[src/rtl/soft_reset_pkg.sv]
package soft_reset_pkg;
  localparam int NPROC     = 4;
  localparam int FATAL_W   = 7;
  localparam int NMASK     = 4;
  localparam int POR_SRC_W = 18;
  localparam int XIR_SRC_W = 6;
  localparam int SOFT_POR_W = NPROC + 1;

  localparam logic [3:0] A_SOFT_POR = 4'h0;
  localparam logic [3:0] A_SOFT_XIR = 4'h1;
  localparam logic [3:0] A_WDOG     = 4'h2;
  localparam logic [3:0] A_FMASK    = 4'h3;
  localparam logic [3:0] A_SYNTH    = 4'h4;
  localparam logic [3:0] A_PSRC0    = 4'h8;
  localparam logic [3:0] A_PSRC1    = 4'h9;
  localparam logic [3:0] A_PSRC2    = 4'hA;
  localparam logic [3:0] A_XSRC     = 4'hB;

  localparam int P_SOFT_SYS = 4;
  localparam int P_PWRUP    = 7;
  localparam int P_WDOG     = 16;
  localparam logic [POR_SRC_W-1:0] PWRUP_ONLY = 18'h00080;
endpackage

[src/rtl/soft_reset_regs.sv]
module soft_reset_regs
  import soft_reset_pkg::*;
(
  input  logic                   clk_i,
  input  logic                   rst_ni,
  input  logic                   we_i,
  input  logic [3:0]             addr_i,
  input  logic [7:0]             wdata_i,
  input  logic [POR_SRC_W-1:0]   por_src_i,
  input  logic [XIR_SRC_W-1:0]   xir_src_i,
  output logic [7:0]             rdata_o,
  output logic [SOFT_POR_W-1:0]  soft_por_o,
  output logic [NPROC-1:0]       soft_xir_o,
  output logic                   wdog_arm_o,
  output logic [NMASK-1:0]       fatal_mask_o,
  output logic                   synth_trig_o
);
  logic             wdog_arm_q;
  logic [NMASK-1:0] fmask_q;
  logic             load_q, load_rst_en_q;

  // trigger registers are strobes; only defined bits pass
  assign soft_por_o = (we_i && addr_i == A_SOFT_POR) ? wdata_i[SOFT_POR_W-1:0] : '0;
  assign soft_xir_o = (we_i && addr_i == A_SOFT_XIR) ? wdata_i[NPROC-1:0] : '0;

  always_ff @(posedge clk_i or negedge rst_ni) begin
    if (!rst_ni) begin
      wdog_arm_q    <= 1'b0;
      fmask_q       <= '0;
      load_q        <= 1'b0;
      load_rst_en_q <= 1'b0;
    end else if (we_i) begin
      unique case (addr_i)
        A_WDOG:  wdog_arm_q <= wdata_i[0];
        A_FMASK: fmask_q    <= wdata_i[7:8-NMASK];
        A_SYNTH: begin
          load_q        <= wdata_i[0];
          load_rst_en_q <= wdata_i[7];
        end
        default: ;
      endcase
    end
  end

  always_comb begin
    unique case (addr_i)
      A_WDOG:  rdata_o = {7'b0, wdog_arm_q};
      A_FMASK: rdata_o = {fmask_q, {(8-NMASK){1'b0}}};
      A_SYNTH: rdata_o = {load_rst_en_q, 6'b0, load_q};
      A_PSRC0: rdata_o = por_src_i[7:0];
      A_PSRC1: rdata_o = por_src_i[15:8];
      A_PSRC2: rdata_o = {6'b0, por_src_i[17:16]};
      A_XSRC:  rdata_o = {2'b0, xir_src_i};
      default: rdata_o = 8'h00;
    endcase
  end

  assign wdog_arm_o   = wdog_arm_q;
  assign fatal_mask_o = fmask_q;
  assign synth_trig_o = load_q & load_rst_en_q;


  wdog_rsvd_chk: assert property (@(posedge clk_i) disable iff (!rst_ni)
    (we_i && addr_i == A_WDOG) |=> (wdog_arm_o == $past(wdata_i[0])));
endmodule

[src/rtl/soft_reset_events.sv]
module soft_reset_events
  import soft_reset_pkg::*;
(
  input  logic                   clk_i,
  input  logic                   rst_ni,
  input  logic [SOFT_POR_W-1:0]  soft_por_i,
  input  logic [NPROC-1:0]       soft_xir_i,
  input  logic                   wdog_arm_i,
  input  logic [NMASK-1:0]       fatal_mask_i,
  input  logic                   synth_trig_i,
  input  logic                   wdog_i,
  input  logic                   button_i,
  input  logic                   jtag_por_i,
  input  logic                   powerup_i,
  input  logic [FATAL_W-1:0]     fatal_i,
  input  logic                   remote_i,
  input  logic                   jtag_xir_i,
  input  logic                   xir_ext_i,
  output logic [POR_SRC_W-1:0]   por_ev_o,
  output logic [XIR_SRC_W-1:0]   xir_ev_o
);
  localparam int L_WDOG = FATAL_W;
  localparam int L_BTN  = FATAL_W + 1;
  localparam int L_JTAG = FATAL_W + 2;
  localparam int L_PWR  = FATAL_W + 3;
  localparam int L_REM  = FATAL_W + 4;
  localparam int L_SYN  = FATAL_W + 5;
  localparam int L_JXIR = FATAL_W + 6;
  localparam int L_XEXT = FATAL_W + 7;
  localparam int LVL_W  = FATAL_W + 8;

  logic [LVL_W-1:0]   lvl, prev_q, rise;
  logic [FATAL_W-1:0] fatal_ev;

  assign lvl = {xir_ext_i, jtag_xir_i, synth_trig_i, remote_i, powerup_i,
                jtag_por_i, button_i, wdog_i, fatal_i};

  always_ff @(posedge clk_i or negedge rst_ni) begin
    if (!rst_ni) prev_q <= '0;
    else         prev_q <= lvl;
  end

  assign rise = lvl & ~prev_q;

  for (genvar i = 0; i < FATAL_W; i++) begin : g_fatal
    if (i < NMASK) begin : g_maskable
      assign fatal_ev[i] = rise[i] & ~fatal_mask_i[i];
    end else begin : g_fixed
      assign fatal_ev[i] = rise[i];
    end
  end

  assign por_ev_o = {rise[L_REM], rise[L_WDOG] & wdog_arm_i, rise[L_SYN], fatal_ev,
                     rise[L_PWR], rise[L_BTN], rise[L_JTAG], soft_por_i};
  assign xir_ev_o = {rise[L_XEXT], rise[L_JXIR], soft_xir_i};


  held_line_once_chk: assert property (@(posedge clk_i) disable iff (!rst_ni)
    (button_i && $past(button_i)) |-> !por_ev_o[6]);
endmodule

[src/rtl/soft_reset_capture.sv]
module soft_reset_capture
  import soft_reset_pkg::*;
(
  input  logic                 clk_i,
  input  logic                 rst_ni,
  input  logic [POR_SRC_W-1:0] por_ev_i,
  input  logic [XIR_SRC_W-1:0] xir_ev_i,
  output logic [POR_SRC_W-1:0] por_src_o,
  output logic [XIR_SRC_W-1:0] xir_src_o
);
  logic [POR_SRC_W-1:0] por_q;
  logic [XIR_SRC_W-1:0] xir_q;

  always_ff @(posedge clk_i or negedge rst_ni) begin
    if (!rst_ni) begin
      por_q <= '0;
      xir_q <= '0;
    end else if (por_ev_i[P_PWRUP]) begin
      por_q <= PWRUP_ONLY;
      xir_q <= '0;
    end else begin
      if (|por_ev_i) por_q <= por_ev_i;
      if (|xir_ev_i) xir_q <= xir_ev_i;
    end
  end

  assign por_src_o = por_q;
  assign xir_src_o = xir_q;


  pwrup_only_chk: assert property (@(posedge clk_i) disable iff (!rst_ni)
    por_ev_i[P_PWRUP] |=> (por_src_o == PWRUP_ONLY && xir_src_o == '0));

  por_src_hold_chk: assert property (@(posedge clk_i) disable iff (!rst_ni)
    !(|por_ev_i) |=> $stable(por_src_o));

  xir_src_hold_chk: assert property (@(posedge clk_i) disable iff (!rst_ni)
    (!(|xir_ev_i) && !por_ev_i[P_PWRUP]) |=> $stable(xir_src_o));
endmodule

[src/rtl/soft_reset_pulse.sv]
module soft_reset_pulse #(
  parameter int N   = 4,
  parameter int LEN = 8
) (
  input  logic         clk_i,
  input  logic         rst_ni,
  input  logic [N-1:0] trig_i,
  output logic [N-1:0] out_o
);
  localparam int CW = $clog2(LEN + 1);
  localparam logic [CW-1:0] LOAD = CW'(LEN);

  for (genvar i = 0; i < N; i++) begin : g_ch
    logic [CW-1:0] cnt_q;

    // retrigger restarts the full window
    always_ff @(posedge clk_i or negedge rst_ni) begin
      if (!rst_ni)             cnt_q <= '0;
      else if (trig_i[i])      cnt_q <= LOAD;
      else if (cnt_q != '0)    cnt_q <= cnt_q - 1'b1;
    end

    assign out_o[i] = (cnt_q != '0);


    pulse_start_chk: assert property (@(posedge clk_i) disable iff (!rst_ni)
      trig_i[i] |=> out_o[i]);

    no_spurious_pulse_chk: assert property (@(posedge clk_i) disable iff (!rst_ni)
      (!out_o[i] && !trig_i[i]) |=> !out_o[i]);

    cnt_bound_chk: assert property (@(posedge clk_i) disable iff (!rst_ni)
      cnt_q <= LOAD);
  end
endmodule

[src/rtl/soft_reset_ctrl.sv]
module soft_reset_ctrl
  import soft_reset_pkg::*;
#(
  parameter int PULSE_LEN = 8
) (
  input  logic               clk_i,
  input  logic               rst_ni,
  input  logic               bus_we_i,
  input  logic [3:0]         bus_addr_i,
  input  logic [7:0]         bus_wdata_i,
  output logic [7:0]         bus_rdata_o,
  input  logic               wdog_i,
  input  logic               button_i,
  input  logic               jtag_por_i,
  input  logic               powerup_i,
  input  logic [FATAL_W-1:0] fatal_i,
  input  logic               remote_i,
  input  logic               jtag_xir_i,
  input  logic               xir_ext_i,
  output logic [NPROC-1:0]   proc_por_o,
  output logic               sys_por_o,
  output logic [NPROC-1:0]   proc_xir_o
);
  logic [SOFT_POR_W-1:0] soft_por;
  logic [NPROC-1:0]      soft_xir;
  logic                  wdog_arm, synth_trig;
  logic [NMASK-1:0]      fatal_mask;
  logic [POR_SRC_W-1:0]  por_ev, por_src;
  logic [XIR_SRC_W-1:0]  xir_ev, xir_src;
  logic                  sys_ev;
  logic [NPROC:0]        por_trig, por_pulse;
  logic [NPROC-1:0]      xir_trig;

  soft_reset_regs u_regs (
    .clk_i, .rst_ni,
    .we_i         (bus_we_i),
    .addr_i       (bus_addr_i),
    .wdata_i      (bus_wdata_i),
    .por_src_i    (por_src),
    .xir_src_i    (xir_src),
    .rdata_o      (bus_rdata_o),
    .soft_por_o   (soft_por),
    .soft_xir_o   (soft_xir),
    .wdog_arm_o   (wdog_arm),
    .fatal_mask_o (fatal_mask),
    .synth_trig_o (synth_trig)
  );

  soft_reset_events u_events (
    .clk_i, .rst_ni,
    .soft_por_i   (soft_por),
    .soft_xir_i   (soft_xir),
    .wdog_arm_i   (wdog_arm),
    .fatal_mask_i (fatal_mask),
    .synth_trig_i (synth_trig),
    .wdog_i, .button_i, .jtag_por_i, .powerup_i, .fatal_i, .remote_i,
    .jtag_xir_i, .xir_ext_i,
    .por_ev_o     (por_ev),
    .xir_ev_o     (xir_ev)
  );

  soft_reset_capture u_capture (
    .clk_i, .rst_ni,
    .por_ev_i  (por_ev),
    .xir_ev_i  (xir_ev),
    .por_src_o (por_src),
    .xir_src_o (xir_src)
  );

  assign sys_ev = |por_ev[POR_SRC_W-1:P_SOFT_SYS];

  for (genvar i = 0; i < NPROC; i++) begin : g_route
    assign por_trig[i] = por_ev[i] | sys_ev;
    assign xir_trig[i] = xir_ev[i] | xir_ev[NPROC] | xir_ev[NPROC+1];
  end
  assign por_trig[NPROC] = sys_ev;

  soft_reset_pulse #(.N(NPROC + 1), .LEN(PULSE_LEN)) u_por_pulse (
    .clk_i, .rst_ni, .trig_i(por_trig), .out_o(por_pulse)
  );

  soft_reset_pulse #(.N(NPROC), .LEN(PULSE_LEN)) u_xir_pulse (
    .clk_i, .rst_ni, .trig_i(xir_trig), .out_o(proc_xir_o)
  );

  assign proc_por_o = por_pulse[NPROC-1:0];
  assign sys_por_o  = por_pulse[NPROC];


  sys_all_proc_chk: assert property (@(posedge clk_i) disable iff (!rst_ni)
    sys_por_o |-> (&proc_por_o));

  wdog_armed_chk: assert property (@(posedge clk_i) disable iff (!rst_ni)
    $rose(por_src[P_WDOG]) |-> $past(wdog_arm));
endmodule

[config.mk]
export PLATFORM = sky130hd
export DESIGN_NAME = soft_reset_ctrl
export DESIGN_NICKNAME = d
export VERILOG_FILES = /design/src/rtl/soft_reset_pkg.sv /design/src/rtl/soft_reset_regs.sv /design/src/rtl/soft_reset_events.sv /design/src/rtl/soft_reset_capture.sv /design/src/rtl/soft_reset_pulse.sv /design/src/rtl/soft_reset_ctrl.sv
export SDC_FILE = /design/constraint.sdc
export NUM_CORES = 1
export LEC_CHECK = 0
export ABC_AREA = 1
export BUFFER_PORTS_ARGS = -buffer_cell sky130_fd_sc_hd__buf_4
export CORE_ASPECT_RATIO = 1.1
export CORE_MARGIN = 2
export CORE_UTILIZATION = 30
export CTS_CLUSTER_DIAMETER = 120
export DETAILED_ROUTE_END_ITERATION = 8
export PLACE_DENSITY_LB_ADDON = 0.25
export SLEW_MARGIN = 15
export SYNTH_ARGS = -nofsm -noshare
export SYNTH_HDL_FRONTEND = slang
export SYNTH_SLANG_ARGS = --single-unit
[constraint.sdc]
create_clock -name clk_i -period 1.5 [get_ports clk_i]
set_input_delay 0.075 -clock clk_i [delete_from_list [all_inputs] [get_ports clk_i]]
set_output_delay 0.075 -clock clk_i [all_outputs]
set_load 0.01 [all_outputs]
==> summary.md <==
| Metric | Value |
|---|---|
| Status | completed |
| Count leader, synth | nand2_1 |
| # diodes | 0 |
| Area Overhead vs Synth | 32.9% |
| Root buffer cell | clkbuf_16 |
| Cells after Synth | 499 |
| Final Max Tran Viols | 0 |
| Synth unique cells | 29 |
| Max-cap violations | 0 |
| Multiplexer area fraction after synthesis | 1.45% |
| Initial Util | 30.4% |
| Worst hold path stage count | 3 |
| Setup CP Type | in2reg |
| CP required | 1.76 ns |
| Static leakage | 2.90 nW |
| DRT Pass-1 Iters | 4 |
| Area share of fa/ha/maj cells after synthesis | 5.14% |
| Clock Latency Late Sink | 0.33 ns |
| Asr flop ratio synth | 100% |
| Share of the yosys chip area belonging to registers | 49.6% |
| Mapped Avg Cell Area | 8.29 um^2 |
| Slew @ Worst Pin | 0.638 ns |
| Tmin final | 1.43 ns |
| Combinational family with the most area after synthesis | simple AND/OR/NAND/NOR gates |
| Worst setup path start | powerup_i |
| Clock Sink Count | 82 |
| Post-synth EDFFs | 0 |
| First-pass GRT wire length | 16200 um |
| CP endpoint kind | register |
| Final Skew | 0.00568 ns |
| Placed Area | 0.00478 mm^2 |
| Top Ports | 46 |
| Top_reg_cell synth | dfrtp_1 |
| Tot GR Track Use | 13.9% |
| Initial DRC count | 168 |
| Total power per unit cell area | 1210 mW/mm^2 |
| Final Non-Filler Cells | 773 |
| Die area | 0.0147 mm^2 |
| DRT antenna net count | 0 |
| Share of cells above drive strength 1 | 19.8% |
| Die width | 116 um |
| Reg2reg path depth | 9 |
| Vias in the first global route | 3397 |
| Worst hold path type | in2reg |
| Core area | 0.0136 mm^2 |
| DRT Wirelength | 9600 um |
| RR Startpoint | u_regs.fatal_mask_o[0]$_DFFE_PN0P_ |
| Clock buffer depth | 2 |
| Final net count | 626 |
| Post-Syn Area | 0.00414 mm^2 |
| Global route overflow | 0 |
| CTS tree | done |
| CTS Buf Count | 9 |
| Setup TNS | 0 ns |
| VDD IR max | 687 uV |
| Max-slew headroom | 57.0% |
| Total power | 0.00666 W |
| DRC viols | 0 |
| Final Cell Area | 0.00550 mm^2 |
| Cell Rows | 45 |
| Clock transition at path regs | 0.06 ns |
| Synth Area in XOR/XNOR | 3.60% |
| Htree depth | 3 |
| Synth top area share | 49.6% |
| DR WL/cell | 12.4 um |
| Fin. Hold Viols | 0 |
| Synthesis-stage register bit count | 82 |
| Critical path destination | u_por_pulse.g_ch[2].cnt_q[2]$_DFFE_PN0P_ |
| Largest net degree at the start of global routing | 38 |
| Max Clk Rate | 699 MHz |
| Crit path DAT | 1.70 ns |
| Cell Count Post-Placement | 735 |
| Crit path max fanout | 8 |
| Period utilization | 95.4% |
| Hpwl dp | 6870 um |
| # port buffers | 45 |
| Via Count | 3374 |
| Setup slack, reg-to-reg | 0.11 ns |
| Number of synthesis warnings | 0 |
| Die Height | 127 um |
| Most common library cells after synthesis | nand2_1, inv_1, dfrtp_1 |
| Area contributors post-synth | dfrtp_1, nand2_1, inv_1, nand3_1, ha_1 |
| Via/cell ratio | 4.36 |
| Syn Nets | 545 |
| R2r endpoint | u_por_pulse.g_ch[2].cnt_q[2]$_DFFE_PN0P_ |
| Unrepaired setup endpoints after global routing | true |
| Final setup viols | 0 |
| Synth Area in Simple Gates | 27.9% |
| Compound-gate portion of the synthesized area | 3.48% |
| CP Launch Type | primary input |
| Initial antenna violation count | 0 |
| RD Place Congestion | 0.832 |
| Area leader, netlist | dfrtp_1 |
[final cells by class]
class	instances	area, um^2
Clock buffer	14	254
Clock inverter	2	60.1
Fill cell	1371	8130
Inverter	83	312
Multi-Input combinational cell	326	1880
Sequential cell	82	2050
Tap cell	188	235
Timing Repair Buffer	78	703
[cell usage in the layout, fill, tap and decap left out, types with 5 or more instances in the layout]
master,count
a21oi_1,9
buf_4,55
clkbuf_16,11
dfrtp_1,82
dlygate4sd3_1,18
ha_1,16
inv_1,78
inv_2,5
mux2i_1,6
nand2_1,110
nand2_2,8
nand3_1,46
nand3_2,8
nand4_1,18
nor2_1,33
nor2_2,10
nor2_4,7
nor3_1,11
o21ai_0,8
xor2_1,13
[report_power, final]
group / internal (W) / total [W] / switching (W)
registers: 0.00252 / 0.00271 / 0.000189
logic: 0.000727 / 0.00163 / 0.000903
clock network: 0.00151 / 0.00232 / 0.000817
[repair_timing]
action | in CTS | in global routing
pin swaps | 1 | 14
gates cloned | 0 | 2
hold buffers | 18 | 0
endpoints found under the hold margin | 49 | 0
buffers inserted | 1 | 3
resized for setup | 3 | 44
setup endpoints to repair | 1 | 43
[how the worst min path moves through the flow]
stage | from | to | slack [ns]
2_1_floorplan | rst_ni | u_capture.por_src_o[0]$_DFFE_PN0P_ | -0.22
3_3_place_gp | rst_ni | u_events.prev_q[1]$_DFF_PN0_ | 0.04
3_5_place_dp | rst_ni | u_events.prev_q[1]$_DFF_PN0_ | 0.04
4_1_cts | bus_wdata_i[4] | u_regs.fatal_mask_o[0]$_DFFE_PN0P_ | 0.01
5_1_grt | bus_wdata_i[2] | u_capture.xir_src_o[2]$_DFFE_PN0P_ | 0.03
6_report | bus_wdata_i[4] | u_regs.fatal_mask_o[0]$_DFFE_PN0P_ | 0.03
[routing by layer]
metal  track usage, %  up-vias  part of all wire [%]
li1                 -     1743                     -
met1             18.6     1561                    47
met2             22.6       60                    49
met3             2.66       10                   2.9
met4             4.48        0                   1.5
met5                0        -                     0
[critical path, stage by stage]
cell and delay (ns):
dlygate4sd3_1 0.54, buf_4 0.14, nand2_1 0.09, nand2_2 0.07
nor2_2 0.12, nand3_2 0.10, nor2_4 0.20, buf_12 0.19
nand2_4 0.08, nor2_4 0.09
[cell families after synthesis]
family                     count (synthesis)
AOI/OAI and AO/OA                         25
xor gates and xnor gates                  17
adders and majority gates                 17
buffers and inverters                     91
DFF                                       82
muxes                                      6
and+or+nand+nor                          261
[flip-flops by register name, summed over array words and instances (netlist names)]
signal                  flops
u_por_pulse.g_ch.cnt_q     20
u_capture.por_src_o        18
u_xir_pulse.g_ch.cnt_q     16
u_events.prev_q            15
u_capture.xir_src_o         6
u_regs.fatal_mask_o         4
u_regs.load_q               1
u_regs.load_rst_en_q        1
u_regs.wdog_arm_o           1
[per-stage QoR]
step | worst slack (ns) | hold slack, ns | utilization, %
finish | 0.0692 | 0.0261 | 40.3
global placement | 0.133 | 0.0400 | 35.1
CTS | 0.0102 | 0.0117 | 38.8
floorplan | 0.202 | -0.221 | -
global route | -0.00479 | 0.0279 | 40.3
detailed placement | 0.0929 | 0.0361 | 35.1
(Power assumes the default switching activity.)
